### config.mk
export PLATFORM = sky130hd
export DESIGN_NAME = sram_bist
export DESIGN_NICKNAME = d
export VERILOG_FILES = /design/src/rtl/sram_bist.sv
export SDC_FILE = /design/constraint.sdc
export NUM_CORES = 1
export LEC_CHECK = 0
export BUFFER_PORTS_ARGS = -buffer_cell sky130_fd_sc_hd__buf_4
export CAP_MARGIN = 5
export CORE_MARGIN = 2
export CORE_UTILIZATION = 55
export DETAILED_ROUTE_END_ITERATION = 8
export HOLD_SLACK_MARGIN = 0.05
export PLACE_DENSITY_LB_ADDON = 0.25
export SLEW_MARGIN = 20
export SYNTH_ARGS = -nofsm -noshare
export SYNTH_HDL_FRONTEND = slang
export SYNTH_SLANG_ARGS = --single-unit
### constraint.sdc
create_clock -name clk -period 6 [get_ports clk]
set_clock_uncertainty 0.2 [all_clocks]
set_input_delay 1.8 -clock clk [delete_from_list [all_inputs] [get_ports clk]]
set_output_delay 1.8 -clock clk [all_outputs]
set_load 0.02 [all_outputs]
### src/rtl/sram_bist.sv
module sram_bist #(
  parameter int ADDR_W = 10,
  localparam int VW = (ADDR_W > 8) ? ADDR_W : 8
) (
  input  logic              clk,
  input  logic              rst_n,
  input  logic              start,
  output logic [ADDR_W-1:0] mem_addr,
  output logic [7:0]        mem_wdata,
  output logic              mem_we,
  output logic              mem_re,
  input  logic [7:0]        mem_rdata,
  output logic              done,
  output logic              pass,
  output logic [1:0]        fail_phase,
  output logic [VW-1:0]     fail_value
);

  localparam logic [ADDR_W-1:0] LAST = {ADDR_W{1'b1}};
  localparam logic [ADDR_W-1:0] NPOS = ADDR_W[ADDR_W-1:0];
  localparam logic [7:0] MARK = 8'hAA;

  typedef enum logic [3:0] {
    S_IDLE, S_DBW, S_DBR, S_DBC,
    S_ABI, S_ABV, S_ABR, S_ABC, S_ABS,
    S_DVW, S_DVR, S_DVC, S_CSR, S_CSC
  } state_t;

  state_t            st;
  logic [ADDR_W-1:0] cnt, tidx;
  logic [1:0]        dmode;
  logic [7:0]        sum;

  function automatic logic [ADDR_W-1:0] laddr(input logic [ADDR_W-1:0] j);
    return (j == '0) ? '0 : (ADDR_W'(1) << (j - 1'b1));
  endfunction

  function automatic logic [7:0] pat(input logic [ADDR_W-1:0] a);
    return 8'(a) + 8'd1;
  endfunction

  logic [7:0]        walk, expd, sum_n;
  logic [ADDR_W-1:0] nx1, nxt;

  assign walk  = 8'd1 << cnt[2:0];
  assign expd  = (dmode == 2'd0) ? pat(cnt) : ~pat(cnt);
  assign sum_n = sum + mem_rdata;
  assign nx1   = cnt + 1'b1;
  assign nxt   = (nx1 == tidx) ? nx1 + 1'b1 : nx1;

  always_comb begin
    mem_addr  = '0;
    mem_wdata = 8'h00;
    mem_we    = 1'b0;
    mem_re    = 1'b0;
    case (st)
      S_DBW: begin mem_wdata = walk; mem_we = 1'b1; end
      S_DBR: mem_re = 1'b1;
      S_ABI: begin mem_addr = laddr(cnt); mem_wdata = MARK; mem_we = 1'b1; end
      S_ABV: begin mem_addr = laddr(tidx); mem_wdata = ~MARK; mem_we = 1'b1; end
      S_ABR: begin mem_addr = laddr(cnt); mem_re = 1'b1; end
      S_ABS: begin mem_addr = laddr(tidx); mem_wdata = MARK; mem_we = 1'b1; end
      S_DVW: begin
        mem_addr  = cnt;
        mem_wdata = (dmode == 2'd2) ? 8'h00 : expd;
        mem_we    = 1'b1;
      end
      S_DVR, S_CSR: begin mem_addr = cnt; mem_re = 1'b1; end
      default: ;
    endcase
  end

  always_ff @(posedge clk) begin
    if (!rst_n) begin
      st <= S_IDLE; cnt <= '0; tidx <= '0; dmode <= '0; sum <= '0;
      done <= 1'b0; pass <= 1'b0; fail_phase <= '0; fail_value <= '0;
    end else begin
      case (st)
        S_IDLE: if (start) begin
          done <= 1'b0; pass <= 1'b0; fail_phase <= '0; fail_value <= '0;
          cnt <= '0; st <= S_DBW;
        end
        S_DBW: st <= S_DBR;
        S_DBR: st <= S_DBC;
        S_DBC:
          if (mem_rdata != walk) begin
            st <= S_IDLE; done <= 1'b1; fail_phase <= 2'd0; fail_value <= VW'(walk);
          end else if (cnt == ADDR_W'(7)) begin
            cnt <= '0; st <= S_ABI;
          end else begin
            cnt <= cnt + 1'b1; st <= S_DBW;
          end
        S_ABI:
          if (cnt == NPOS) begin tidx <= '0; st <= S_ABV; end
          else cnt <= cnt + 1'b1;
        S_ABV: begin
          cnt <= (tidx == '0) ? ADDR_W'(1) : '0;
          st  <= S_ABR;
        end
        S_ABR: st <= S_ABC;
        S_ABC:
          if (mem_rdata != MARK) begin
            st <= S_IDLE; done <= 1'b1; fail_phase <= 2'd1; fail_value <= VW'(laddr(cnt));
          end else if (nxt > NPOS) st <= S_ABS;
          else begin cnt <= nxt; st <= S_ABR; end
        S_ABS:
          if (tidx == NPOS) begin cnt <= '0; dmode <= 2'd0; st <= S_DVW; end
          else begin tidx <= tidx + 1'b1; st <= S_ABV; end
        S_DVW:
          if (cnt == LAST) begin
            cnt <= '0;
            if (dmode == 2'd2) begin sum <= '0; st <= S_CSR; end
            else st <= S_DVR;
          end else cnt <= cnt + 1'b1;
        S_DVR: st <= S_DVC;
        S_DVC:
          if (mem_rdata != expd) begin
            st <= S_IDLE; done <= 1'b1; fail_phase <= 2'd2; fail_value <= VW'(cnt);
          end else if (cnt == LAST) begin
            cnt <= '0; dmode <= dmode + 2'd1; st <= S_DVW;
          end else begin
            cnt <= cnt + 1'b1; st <= S_DVR;
          end
        S_CSR: st <= S_CSC;
        S_CSC: begin
          sum <= sum_n;
          if (cnt == LAST) begin
            st <= S_IDLE; done <= 1'b1;
            if (sum_n != 8'h00) begin fail_phase <= 2'd3; fail_value <= VW'(sum_n); end
            else pass <= 1'b1;
          end else begin
            cnt <= cnt + 1'b1; st <= S_CSR;
          end
        end
        default: st <= S_IDLE;
      endcase
    end
  end


  we_re_excl_chk: assert property (@(posedge clk) disable iff (!rst_n) !(mem_we && mem_re));


  read_gap_chk: assert property (@(posedge clk) disable iff (!rst_n)
    mem_re |=> !mem_we && !mem_re);


  idle_quiet_chk: assert property (@(posedge clk) disable iff (!rst_n)
    done |-> !mem_we && !mem_re);


  pass_done_chk: assert property (@(posedge clk) disable iff (!rst_n) pass |-> done);


  hold_result_chk: assert property (@(posedge clk) disable iff (!rst_n)
    done && !start |=> done && $stable(pass) && $stable(fail_phase) && $stable(fail_value));


  data_fail_nz_chk: assert property (@(posedge clk) disable iff (!rst_n)
    $rose(done) && !pass && fail_phase == 2'd0 |-> fail_value != '0);


  addr_fail_pow2_chk: assert property (@(posedge clk) disable iff (!rst_n)
    $rose(done) && !pass && fail_phase == 2'd1 |-> $countones(fail_value) <= 1);


  sum_fail_nz_chk: assert property (@(posedge clk) disable iff (!rst_n)
    $rose(done) && !pass && fail_phase == 2'd3 |-> fail_value != '0);

endmodule

# Yosys cells after proc, flatten, opt, wreduce, memory -nomap -nowiden
# Cells that the tools add are included.
# W data, S select, Z words.
[totals]
regBits = 48
input_bits = 11
output_inout_bits = 34
[classes]
muxes = 66
order_cmp = 1
shifts = 3
eq_ne = 41
reduce_logical = 25
n_bitwise = 1
add_sub_neg = 8
[op_table]
columns = ["operator", "count"]
rows = [
  ["$mux W10", 20],
  ["$pmux W10 S9", 1],
  ["$pmux W4 S14", 1],
  ["$pmux W10 S5", 1],
  ["$ne A2 B2 Y1 const B", 19],
  ["$mux W4", 8],
  ["$mux W8", 4],
  ["$pmux W8 S4", 1],
  ["$add A10 B1 Y10 const B", 3],
  ["$pmux W10 S3", 1],
  ["$eq A4 B4 Y1 const B", 6],
  ["$eq A10 B4 Y1 const B", 2],
  ["$logic_not A10 Y1", 2],
  ["$mux W2", 10],
  ["$pmux W10 S2", 1],
  ["$shl A1 B10 Y10 const A", 2],
  ["$sub A10 B1 Y10 const B", 2],
  ["$eq A4 B3 Y1 const B", 4],
  ["$ne A8 B8 Y1", 2],
  ["$pmux W8 S2", 1],
  ["$eq A10 B10 Y1", 1],
  ["$eq A10 B10 Y1 const B", 1],
  ["$eq A10 B3 Y1 const B", 1],
  ["$gt A10 B4 Y1 const B", 1],
  ["other kinds (30)", 50],
]

# Depth between registers and ports, before layout
# Gate-level depths: netlist of run 1.
[depth]
ltp_word = 7
depth_mapped = 17

# Worst setup path before layout of run 1
# No wires, ideal clock.
[synth_path]
kind = "reg-to-output"
from = "register cnt[1]"
to = "output mem_addr[5]"
path_slack_ns = 1.682
stages_incl_launch_ff = 13
path_buffers = 2
arrival_ns = 2.318
cell_sequence = "dfxtp_1 clkbuf_1 inv_1 ha_1 o21bai_1 a21o_1 a21oi_1 a31oi_1 nor2_1 and3_1 clkbuf_1 a22oi_1 o21ai_0"
[synth_via]
elab_chain_cells = 4
[synth_lines]
columns = ["element", "line_no", "source"]
rows = [
  ["start, declared", "30", "logic [ADDR_W-1:0] cnt, tidx;"],
  ["start signal, assigned", "95", "else cnt <= cnt + 1'b1;"],
  ["start signal, assigned", "97", "cnt <= (tidx == '0) ? ADDR_W'(1) : '0;"],
  ["start signal, assigned", "114", "end else cnt <= cnt + 1'b1;"],
  ["$sub A10 B1 Y10", "35", "return (j == '0) ? '0 : (ADDR_W'(1) << (j - 1'b1));"],
  ["$shl A1 B10 Y10", "35", ""],
  ["$mux W10 *", "35", ""],
  ["$pmux W10 S3 *", "56", "case (st)"],
  ["end, declared", "8", "output logic [ADDR_W-1:0] mem_addr,"],
]
# Mark *: on every way between the ends. The rest lies on a longest branch, timed or not.

# Worst setup path after layout of run 1
[layout_path]
from = "register cnt[1]"
to = "output mem_addr[2]"
# Same word-level chain as after synthesis.

==> Flow_metrics.wiki, run 1 <==
{| class="wikitable"
! Metric !! Value
|-
| Post-Route Utilization || 0.619
|-
| Hold Violations, Final || 0
|-
| Critical Path Start Type || register
|-
| Final std cell area, no fill || 5420 sq um
|-
| Standby leakage power || 2.10 nW
|-
| Half-perimeter wire length after placement || 11700 um
|-
| Kind of end point of the critical path || output pin
|-
| Run status || finished, final reports clean
|-
| Hold Path Depth || 2
|-
| Share of layout cells above drive strength 1 || 0.121
|-
| Transition time at the pin with the least slew margin || 0.984 ns
|-
| Total GRT Usage || 0.320
|-
| Depth of the CTS H-tree || 2
|-
| Clock sink total || 48
|-
| Clock buffer count from CTS || 5
|-
| Net switching power figure || 270 uW
|-
| TNS Setup || 0 ns
|-
| Post-synth design cell area || 4980 sq um
|-
| Root buf cell || sky130_fd_sc_hd__clkbuf_8
|-
| RSZ-0062 raised after global routing || no
|-
| Path type of the worst setup path || register to output pin
|-
| CP Max Fanout || 16
|-
| Endpoint of the worst hold path || sum[5]
|-
| Initial detailed-routing violation count || 539
|-
| Sequential share of power || 0.419
|-
| Crit path DAT || 3.18 ns
|-
| Layout fillers || 815
|-
| Iteration count of the initial detailed-routing pass || 5
|-
| Worst hold-check path type || register to register
|-
| Net count reported at finish || 726
|-
| Fin cells || 802
|-
| Area of combinational cells with multiple inputs || 3720 sq um
|-
| Final min period || 5.18 ns
|-
| Max VDD drop || 100 uV
|-
| Instance count after placement with tap cells included || 794
|-
| Vias per cell || 6.62
|-
| Final weighted congestion in routability-driven placement || 0.981
|-
| Most frequently used cell type in the post-synthesis netlist || sky130_fd_sc_hd__nor2_1
|-
| Port Buffers || 44
|-
| Worst flop-to-flop path startpoint || cnt[1]
|-
| PostCTS Resize Cnt || 0
|-
| Area growth syn-to-layout || 8.97%
|-
| Die area || 9830 sq um
|-
| Number of flip-flops and latches in the synthesized netlist || 48
|-
| Initial antenna violation count || 0
|-
| Post-layout power || 830 uW
|-
| Core box area || 8760 sq um
|-
| Crit-path max cell delay || 0.73 ns
|-
| Combined flip-flop and latch cell area || 961 sq um
|-
| Net count of the mapped netlist || 715
|-
| Max-slew violations || 0
|-
| Ranking of synthesized cells by instance count || sky130_fd_sc_hd__nor2_1 (81), sky130_fd_sc_hd__nand2_1 (70), sky130_fd_sc_hd__dfxtp_1 (48)
|-
| Prevailing post-synth register cell || sky130_fd_sc_hd__dfxtp_1
|-
| Clk slew on worst S/H paths || 0.09 ns
|-
| Effective utilization at floorplan || 0.568
|-
| Maximum number of pins on one net before global-route repair || 26
|-
| Avg Inst Size Synth || 7.30 sq um
|-
| Hold Slack || 0.267 ns
|-
| Cell at the slowest stage of the critical path || sky130_fd_sc_hd__dfxtp_1
|-
| Post-cts hold buffer count || 0
|-
| Number of library cell types mapped by synthesis || 79
|-
| Congestion Overflow GR || 0
|-
| Chain of cells forming the critical path || inv_1, ha_1, a311oi_1, a21oi_1, nor3b_1, nor2b_1, a222oi_1, inv_1, buf_4
|-
| Internal Power || 560 uW
|-
| WL/cell || 19.8 um
|-
| Synth area leaders || sky130_fd_sc_hd__dfxtp_1 (19%), sky130_fd_sc_hd__nor2_1 (6.1%), sky130_fd_sc_hd__xnor2_1 (5.5%)
|-
| Post-DP Area || 5290 sq um
|-
| R2R Setup Slk || 1.70 ns
|-
| Post-synth top area share || 0.193
|-
| Remaining DRCs || 0
|-
| Instance count of the mapped netlist || 682
|-
| Clock network power share || 0.319
|-
| Source of the worst hold timing path || sum[5]
|-
| Cell taking the most area after synthesis || sky130_fd_sc_hd__dfxtp_1
|-
| Diode count || 0
|-
| Number of max-cap violations || 0
|-
| Endpoint of the worst register-to-register path || fail_value[2]
|-
| Length in cells of the worst reg-to-reg path || 11
|-
| Vertical die dimension || 99.1 um
|-
| Worst setup slack after layout || 0.822 ns
|-
| Number of global-route vias before repair || 4977
|-
| Worst path required time || 4.00 ns
|-
| Worst-case headroom to the max-slew limit || 0.342
|-
| Post-synthesis async set-or-reset flop share || 0
|-
| Cell mode on critical path || sky130_fd_sc_hd__inv_1
|-
| Post-synth EDFFs || 0
|-
| DP Worst Slack || 1.17 ns
|-
| Share of total power consumed by net switching || 0.326
|-
| Share of the cycle needed by the critical path after routing || 0.863
|-
| Total vias in the final route || 5310
|-
| Antenna Nets Post-Route || 0
|-
| Total wire length || 15800 um
|-
| Logic pwr share || 0.262
|-
| Width of the die || 99.1 um
|-
| Number of post-CTS setup repair buffers || 0
|-
| CTS tree || built
|-
| Clk buf depth || 2
|-
| Power density relative to cell area || 153 nW/um^2
|-
| Yosys warns || 0
|-
| Global-route wire length before repair || 25400 um
|-
| Fraction of the yosys area taken by sequential cells || 0.193
|-
| # setup viols final || 0
|-
| Worst skew pair latency || 0.31 ns
|-
| Number of placement rows || 34
|-
| Fmax achieved || 0.193 GHz
|-
| I/O pin count || 45
|}
==> registers in the layout (all words and copies together) (netlist names) <==
name and flops:
cnt 10, dmode 2, done 1, fail_phase 2, fail_value 10, pass 1, st 4, sum 8
tidx 10
==> worst max-delay path by stage <==
stage / from / end / slack, ns / depth (start not counted)
after global placement: mem_rdata[0] / fail_value[2] / 1.26 / 13
after CTS: cnt[1] / mem_addr[2] / 0.93 / 9
after detailed placement: mem_rdata[0] / fail_value[2] / 1.17 / 13
final: cnt[1] / mem_addr[2] / 0.82 / 9
after floorplan: cnt[1] / mem_addr[5] / 1.68 / 12
after global routing: cnt[1] / mem_addr[2] / 0.63 / 9
==> cell families after synthesis <==
logic type | after synthesis | synth area share
xor+xnor | 60 | 0.120
mux | 8 | 0.0163
buf+inv | 72 | 0.0618
compound gates | 181 | 0.252
flops | 48 | 0.193
fa+ha+maj | 22 | 0.0568
simple gates | 291 | 0.300
==> layer usage <==
metal | share of wire | vias to the layer above | routed length (um) | GRT usage
met5 | 0 | - | 0 | 0
met2 | 0.45 | 303 | 7080 | 0.505
met4 | 0.026 | 0 | 416 | 0.118
met1 | 0.44 | 2469 | 6910 | 0.446
li1 | - | 2498 | - | -
met3 | 0.090 | 40 | 1430 | 0.0464
==> worst max-delay path, delay by kind of cell, from the launching register on <==
| kind | cells | cell delay (ns) |
|---|---|---|
| AND/OR/NAND/NOR | 2 | 0.79 |
| flip-flops | 1 | 0.73 |
| AO/OA/AOI/OAI | 3 | 0.58 |
| adder cells (fa/ha/maj) | 1 | 0.34 |
| buffers and inverters | 3 | 0.41 |
==> cells in the final DEF, fill, tap and decap left out, drive strengths merged, types with 5 or more instances in the layout <==
cell type	instances
a211oi	7
a21o	5
a21oi	44
a221o	6
a22oi	7
a311oi	5
a31oi	9
and2	5
and3	11
buf	53
clkbuf	7
dfxtp	48
ha	21
inv	22
mux2i	7
nand2	70
nand2b	7
nand3	35
nand4	10
nor2	83
nor2b	7
nor3	23
nor3b	7
nor4	9
o211a	5
o21ai	42
o31ai	5
or3	5
xnor2	33
xor2	23
==> cell type report <==
type,count,area share
tap,108,0.0249
clock buffer,7,0.0178
clock inverter,1,0.00554
sequential,48,0.177
timing repair buffer,53,0.0734
multi-input combinational,562,0.685
inverter,23,0.0159
==> power by group through the flow <==
stage	combinational (mW)	sequential, mW	clock (mW)
after floorplan	0.152	0.353	0
after global placement	0.209	0.355	0
after detailed placement	0.212	0.355	0
after CTS	0.213	0.347	0.269
after global routing	0.234	0.350	0.280
final	0.218	0.348	0.265
Power figures use the tool's default switching activity.
==> run 2: changes to the inputs <==
--- a/config.mk
+++ b/config.mk
@@ -8,7 +8,7 @@
 export BUFFER_PORTS_ARGS = -buffer_cell sky130_fd_sc_hd__buf_4
 export CAP_MARGIN = 5
 export CORE_MARGIN = 2
-export CORE_UTILIZATION = 55
+export CORE_UTILIZATION = 50
 export DETAILED_ROUTE_END_ITERATION = 8
 export HOLD_SLACK_MARGIN = 0.05
 export PLACE_DENSITY_LB_ADDON = 0.25
==> run 2 against run 1 <==
Sequential cell count is the same. Register-to-register slack improved by 0.12 ns. Count of clock-buffer cells in the layout is 2 lower. Total power grew 2.5%. Cell count increased by 3.0%. Critical path type unchanged. Highest routed layer unchanged.
==> Flow_metrics.wiki, run 2 (same netlist as run 1, synthesis figures left out) <==
{| class="wikitable"
! Metric !! Value
|-
| Vertical die dimension || 104 um (was 99.1 um)
|-
| Fin cells || 826 (was 802)
|-
| Post-cts hold buffer count || 0 (unchanged)
|-
| CP Max Fanout || 16 (unchanged)
|-
| Core box area || 9730 sq um (was 8760 sq um)
|-
| Number of placement rows || 36 (was 34)
|-
| Effective utilization at floorplan || 0.512 (was 0.568)
|-
| Hold Slack || 0.272 ns (was 0.267 ns)
|-
| Clock network power share || 0.336 (was 0.319)
|-
| Root buf cell || sky130_fd_sc_hd__clkbuf_8 (unchanged)
|-
| Kind of end point of the critical path || output pin (unchanged)
|-
| Max VDD drop || 110 uV (was 100 uV)
|-
| Share of total power consumed by net switching || 0.323 (was 0.326)
|-
| Initial antenna violation count || 0 (unchanged)
|-
| Power density relative to cell area || 156 nW/um^2 (was 153 nW/um^2)
|-
| Iteration count of the initial detailed-routing pass || 7 (was 5)
|-
| Path type of the worst setup path || register to output pin (unchanged)
|-
| Net switching power figure || 275 uW (was 270 uW)
|-
| Clk slew on worst S/H paths || 0.10 ns (was 0.09 ns)
|-
| Width of the die || 104 um (was 99.1 um)
|-
| Max-slew violations || 0 (unchanged)
|-
| Initial detailed-routing violation count || 549 (was 539)
|-
| Worst path required time || 4.00 ns (about the same)
|-
| Worst-case headroom to the max-slew limit || 0.336 (was 0.342)
|-
| Maximum number of pins on one net before global-route repair || 26 (unchanged)
|-
| Port Buffers || 44 (unchanged)
|-
| Share of the cycle needed by the critical path after routing || 0.863 (about the same)
|-
| Internal Power || 576 uW (was 560 uW)
|-
| Die area || 10800 sq um (was 9830 sq um)
|-
| RSZ-0062 raised after global routing || no (unchanged)
|-
| Run status || finished, final reports clean (unchanged)
|-
| Transition time at the pin with the least slew margin || 0.992 ns (was 0.984 ns)
|-
| Worst hold-check path type || register to register (unchanged)
|-
| Largest registers || cnt (10), fail_value (10), tidx (10) (unchanged)
|-
| Net count reported at finish || 726 (unchanged)
|-
| Number of post-CTS setup repair buffers || 0 (unchanged)
|-
| WL/cell || 19.5 um (was 19.8 um)
|-
| Number of global-route vias before repair || 4713 (was 4977)
|-
| Clock buffer count from CTS || 5 (unchanged)
|-
| Fmax achieved || 0.193 GHz (about the same)
|-
| Most common cell after layout, fill and taps aside || sky130_fd_sc_hd__nor2_1 (unchanged)
|-
| Half-perimeter wire length after placement || 12000 um (was 11700 um)
|-
| Final weighted congestion in routability-driven placement || 0.953 (was 0.981)
|-
| Congestion Overflow GR || 0 (unchanged)
|-
| Crit path DAT || 3.18 ns (about the same)
|-
| Final min period || 5.18 ns (about the same)
|-
| Standby leakage power || 2.10 nW (unchanged)
|-
| Diode count || 0 (unchanged)
|-
| Total GRT Usage || 0.288 (was 0.320)
|-
| Logic pwr share || 0.253 (was 0.262)
|-
| PostCTS Resize Cnt || 0 (unchanged)
|-
| Vias per cell || 6.44 (was 6.62)
|-
| Worst skew pair latency || 0.31 ns (about the same)
|-
| Instance count after placement with tap cells included || 819 (was 794)
|-
| I/O pin count || 45 (unchanged)
|-
| # setup viols final || 0 (unchanged)
|-
| Total wire length || 16100 um (was 15800 um)
|-
| Clock sink total || 48 (unchanged)
|-
| Number of max-cap violations || 0 (unchanged)
|-
| Sequential share of power || 0.411 (was 0.419)
|-
| TNS Setup || 0 ns (unchanged)
|-
| Antenna Nets Post-Route || 0 (unchanged)
|-
| Remaining DRCs || 0 (unchanged)
|-
| Hold Violations, Final || 0 (unchanged)
|-
| Critical Path Start Type || register (unchanged)
|-
| Clk buf depth || 2 (unchanged)
|-
| CTS tree || built (unchanged)
|-
| Global-route wire length before repair || 25200 um (was 25400 um)
|-
| Share of layout cells above drive strength 1 || 0.118 (was 0.121)
|-
| Depth of the CTS H-tree || 2 (unchanged)
|-
| Total vias in the final route || 5319 (was 5310)
|-
| Most used cells in the layout excluding fill and tap cells || sky130_fd_sc_hd__nor2_1 (81), sky130_fd_sc_hd__nand2_1 (70), sky130_fd_sc_hd__buf_4 (53) (was sky130_fd_sc_hd__nor2_1 (80), sky130_fd_sc_hd__nand2_1 (70), sky130_fd_sc_hd__buf_4 (53))
|-
| Area growth syn-to-layout || 9.60% (was 8.97%)
|-
| Post-Route Utilization || 0.561 (was 0.619)
|}
==> run 2: power by group through the flow <==
stage | clock network [mW] | registers [mW] | logic [mW]
finish | 0.286 | 0.350 | 0.216
global route | 0.299 | 0.351 | 0.232
detailed placement | 0 | 0.356 | 0.210
CTS | 0.288 | 0.349 | 0.211
floorplan | 0 | 0.353 | 0.152
global placement | 0 | 0.356 | 0.207
==> run 2: final cells by class <==
cell class              count  area [sq um]
clock inverters             2          60.1
fillers                   954          4270
multi-input cells         562          3710
clock buffers               5          68.8
well taps                 133           166
repair buffers             53           398
inverters                  23          86.3
flip-flops and latches     48           961
==> run 2: worst paths after layout <==
check        depth (start not counted)  slack (ns)       endpoint     startpoint
max                                  9        0.82    mem_addr[2]         cnt[1]
min                                  2        0.27  fail_value[1]  fail_value[1]
max reg2reg                         11        1.82  fail_value[6]         cnt[1]
min reg2reg                          2        0.27  fail_value[1]  fail_value[1]
==> run 2: layer usage <==
layer	track usage	part of all wire	up-vias
met4	0.0782	0.019	0
met5	0	0	-
li1	-	-	2497
met1	0.406	0.43	2502
met2	0.461	0.45	290
met3	0.0409	0.095	30
==> run 2: stage by stage <==
step           area [sq um]  setup slack [ns]  total power, mW
2_1_floorplan          4980              1.68            0.505
3_3_place_gp           5320              1.24            0.563
3_5_place_dp           5320              1.15            0.566
4_1_cts                5450             0.865            0.847
5_1_grt                5460             0.631            0.882
6_report               5460             0.821            0.851
==> run 2: worst max-delay path, stage by stage, from the launching register on <==
cell	delay, ns
sky130_fd_sc_hd__dfxtp_1	0.72
sky130_fd_sc_hd__inv_1	0.17
sky130_fd_sc_hd__ha_1	0.34
sky130_fd_sc_hd__a311oi_1	0.34
sky130_fd_sc_hd__a21oi_1	0.12
sky130_fd_sc_hd__nor3b_1	0.44
sky130_fd_sc_hd__nor2b_1	0.35
sky130_fd_sc_hd__a222oi_1	0.16
sky130_fd_sc_hd__inv_1	0.09
sky130_fd_sc_hd__buf_4	0.13
==> run 3: changes to the inputs <==
==> config.mk (replaced) <==
export PLATFORM = sky130hd
export DESIGN_NAME = sram_bist
export DESIGN_NICKNAME = d
export VERILOG_FILES = /design/src/rtl/sram_bist.sv
export SDC_FILE = /design/constraint.sdc
export NUM_CORES = 1
export LEC_CHECK = 0
export CAP_MARGIN = 5
export CORE_MARGIN = 2
export CORE_UTILIZATION = 50
export CTS_BUF_LIST = sky130_fd_sc_hd__clkbuf_8
export DETAILED_ROUTE_END_ITERATION = 8
export DONT_BUFFER_PORTS = 1
export HOLD_SLACK_MARGIN = 0.05
export PLACE_DENSITY_LB_ADDON = 0.25
export SYNTH_ARGS = -nofsm -noshare
export SYNTH_HDL_FRONTEND = slang
export SYNTH_SLANG_ARGS = --single-unit
==> run 3 against run 2 <==
Critical path type unchanged. Global-route usage down 0.15 points. Cell area down 7.2%. Total power down 11%. Count of clock-buffer cells in the layout up 1. Critical endpoint unchanged.
==> Flow_metrics.wiki, run 3 (same netlist as run 1, synthesis figures left out) <==
{| class="wikitable"
! Metric !! Value
|-
| Clk slew on worst S/H paths || 0.10 ns (about the same)
|-
| Net count reported at finish || 679 (was 726)
|-
| CP top delay family || simple AND/OR/NAND/NOR gates (unchanged)
|-
| Global-route wire length before repair || 25200 um (about the same)
|-
| Post-cts hold buffer count || 0 (unchanged)
|-
| Max-slew violations || 0 (unchanged)
|-
| Sequential share of power || 0.479 (was 0.411)
|-
| Total wire length || 16000 um (was 16100 um)
|-
| Standby leakage power || 1.84 nW (was 2.10 nW)
|-
| Clock sink total || 48 (unchanged)
|-
| # setup viols final || 0 (unchanged)
|-
| Final std cell area, no fill || 5060 sq um (was 5460 sq um)
|-
| Post-DP Area || 4970 sq um (was 5320 sq um)
|-
| I/O pin count || 45 (unchanged)
|-
| Logic pwr share || 0.231 (was 0.253)
|-
| Chain of cells forming the critical path || inv_1, ha_1, a311oi_1, a21oi_1, nor3b_1, nor2b_1, a222oi_1, inv_1 (was inv_1, ha_1, a311oi_1, a21oi_1, nor3b_1, nor2b_1, a222oi_1, inv_1, buf_4)
|-
| Number of global-route vias before repair || 4650 (was 4713)
|-
| Power density relative to cell area || 150 nW/um^2 (was 156 nW/um^2)
|-
| Worst hold-check path type || register to register (unchanged)
|-
| Area growth syn-to-layout || 1.73% (was 9.60%)
|-
| Remaining DRCs || 0 (unchanged)
|-
| Root buf cell || sky130_fd_sc_hd__clkbuf_8 (unchanged)
|-
| Crit path DAT || 3.11 ns (was 3.18 ns)
|-
| Fmax achieved || 0.196 GHz (was 0.193 GHz)
|-
| Transition time at the pin with the least slew margin || 1.31 ns (was 0.992 ns)
|-
| Clock network power share || 0.290 (was 0.336)
|-
| Kind of end point of the critical path || output pin (unchanged)
|-
| PostCTS Resize Cnt || 0 (unchanged)
|-
| Clock buffer count from CTS || 5 (unchanged)
|-
| RSZ-0062 raised after global routing || no (unchanged)
|-
| Share of the cycle needed by the critical path after routing || 0.852 (was 0.863)
|-
| CTS tree || built (unchanged)
|-
| Effective utilization at floorplan || 0.512 (unchanged)
|-
| Antenna Nets Post-Route || 0 (unchanged)
|-
| Crit-path max cell delay || 0.73 ns (was 0.72 ns)
|-
| CP Max Fanout || 16 (unchanged)
|-
| Total GRT Usage || 0.286 (was 0.288)
|-
| Vias per cell || 6.64 (was 6.44)
|-
| Vertical die dimension || 104 um (unchanged)
|-
| WL/cell || 20.4 um (was 19.5 um)
|-
| Clk buf depth || 2 (unchanged)
|-
| Core box area || 9730 sq um (unchanged)
|-
| Worst path required time || 4.00 ns (about the same)
|-
| Number of placement rows || 36 (unchanged)
|-
| Initial antenna violation count || 0 (unchanged)
|-
| TNS Setup || 0 ns (unchanged)
|-
| Internal Power || 491 uW (was 576 uW)
|-
| Most used cells in the layout excluding fill and tap cells || sky130_fd_sc_hd__nor2_1 (81), sky130_fd_sc_hd__nand2_1 (70), sky130_fd_sc_hd__dfxtp_1 (48) (was sky130_fd_sc_hd__nor2_1 (81), sky130_fd_sc_hd__nand2_1 (70), sky130_fd_sc_hd__buf_4 (53))
|-
| Cell mode on critical path || sky130_fd_sc_hd__inv_1 (unchanged)
|-
| Share of layout cells above drive strength 1 || 0.0541 (was 0.118)
|-
| Max VDD drop || 124 uV (was 110 uV)
|-
| Worst skew pair latency || 0.31 ns (about the same)
|-
| Hold Violations, Final || 0 (unchanged)
|-
| Number of max-cap violations || 0 (unchanged)
|-
| Maximum number of pins on one net before global-route repair || 31 (was 26)
|-
| Worst-case headroom to the max-slew limit || 0.117 (was 0.336)
|-
| Die area || 10800 sq um (unchanged)
|-
| Path type of the worst setup path || register to output pin (unchanged)
|-
| Diode count || 0 (unchanged)
|-
| Iteration count of the initial detailed-routing pass || 5 (was 7)
|-
| DP Worst Slack || 1.21 ns (was 1.15 ns)
|-
| Width of the die || 104 um (unchanged)
|-
| Crit path buffers/inverters || 2 (was 3)
|-
| Worst setup slack after layout || 0.891 ns (was 0.821 ns)
|-
| Port Buffers || 0 (was 44)
|-
| Initial detailed-routing violation count || 510 (was 549)
|-
| Half-perimeter wire length after placement || 11900 um (was 12000 um)
|-
| Share of total power consumed by net switching || 0.352 (was 0.323)
|-
| Run status || finished, final reports clean (unchanged)
|-
| Most common cell after layout, fill and taps aside || sky130_fd_sc_hd__nor2_1 (unchanged)
|-
| Largest registers || cnt (10), fail_value (10), tidx (10) (unchanged)
|-
| Final weighted congestion in routability-driven placement || 0.956 (was 0.953)
|-
| Final min period || 5.11 ns (was 5.18 ns)
|-
| Number of post-CTS setup repair buffers || 0 (unchanged)
|-
| Post-layout power || 758 uW (was 851 uW)
|-
| Congestion Overflow GR || 0 (unchanged)
|-
| Depth of the CTS H-tree || 2 (unchanged)
|-
| Cell at the slowest stage of the critical path || sky130_fd_sc_hd__dfxtp_1 (unchanged)
|-
| Net switching power figure || 267 uW (was 275 uW)
|-
| Critical Path Start Type || register (unchanged)
|-
| Total vias in the final route || 5183 (was 5319)
|}
[run 3: cell count changes in the layout (fill, tap and decap cells not counted), sizes merged]
cell    before  now
buf         53    6
bufinv       2    0
clkbuf       5    6
clkinv       1    2
inv         22   23
[run 3: final cells by class]
type / count / area [sq um]
flip-flops and latches: 48 / 961
repair buffers: 6 / 45.0
well taps: 133 / 166
fillers: 963 / 4670
clock inverters: 2 / 13.8
clock buffers: 6 / 82.6
inverters: 23 / 86.3
multi-input cells: 562 / 3710
[run 3: power by group through the flow]
stage	Sequential [mW]	Clock (mW)	Combinational (mW)
global route	0.365	0.234	0.190
detailed placement	0.369	0	0.169
finish	0.363	0.220	0.175
CTS	0.362	0.223	0.170
global placement	0.369	0	0.165
floorplan	0.353	0	0.152
[run 3: metrics by stage]
stage	cells	hold slack, ns	utilization
finish	780	0.269	0.520
global route	780	0.286	0.520
CTS	780	0.268	0.520
detailed placement	772	0.253	0.511
global placement	772	0.248	0.511
floorplan	682	0.240	-
[run 3: routing by layer]
layer	wire length (um)	GRT usage	vias up
met5	0	0	-
met4	315	0.0734	0
met3	1690	0.0566	38
met2	6890	0.431	312
met1	7050	0.418	2435
li1	-	-	2398
[run 3: worst paths after layout]
path	start	end	slack [ns]	cells past startpoint
max	cnt[1]	mem_addr[2]	0.89	8
min	sum[3]	sum[3]	0.27	2
min reg2reg	sum[3]	sum[3]	0.27	2
max reg2reg	cnt[2]	st[3]	1.27	11
[run 3: tightest hold or removal path: stages, from the launching register on]
cell                      delay, ns
sky130_fd_sc_hd__dfxtp_1       0.33
sky130_fd_sc_hd__nand2_1       0.05
sky130_fd_sc_hd__a21oi_1       0.05
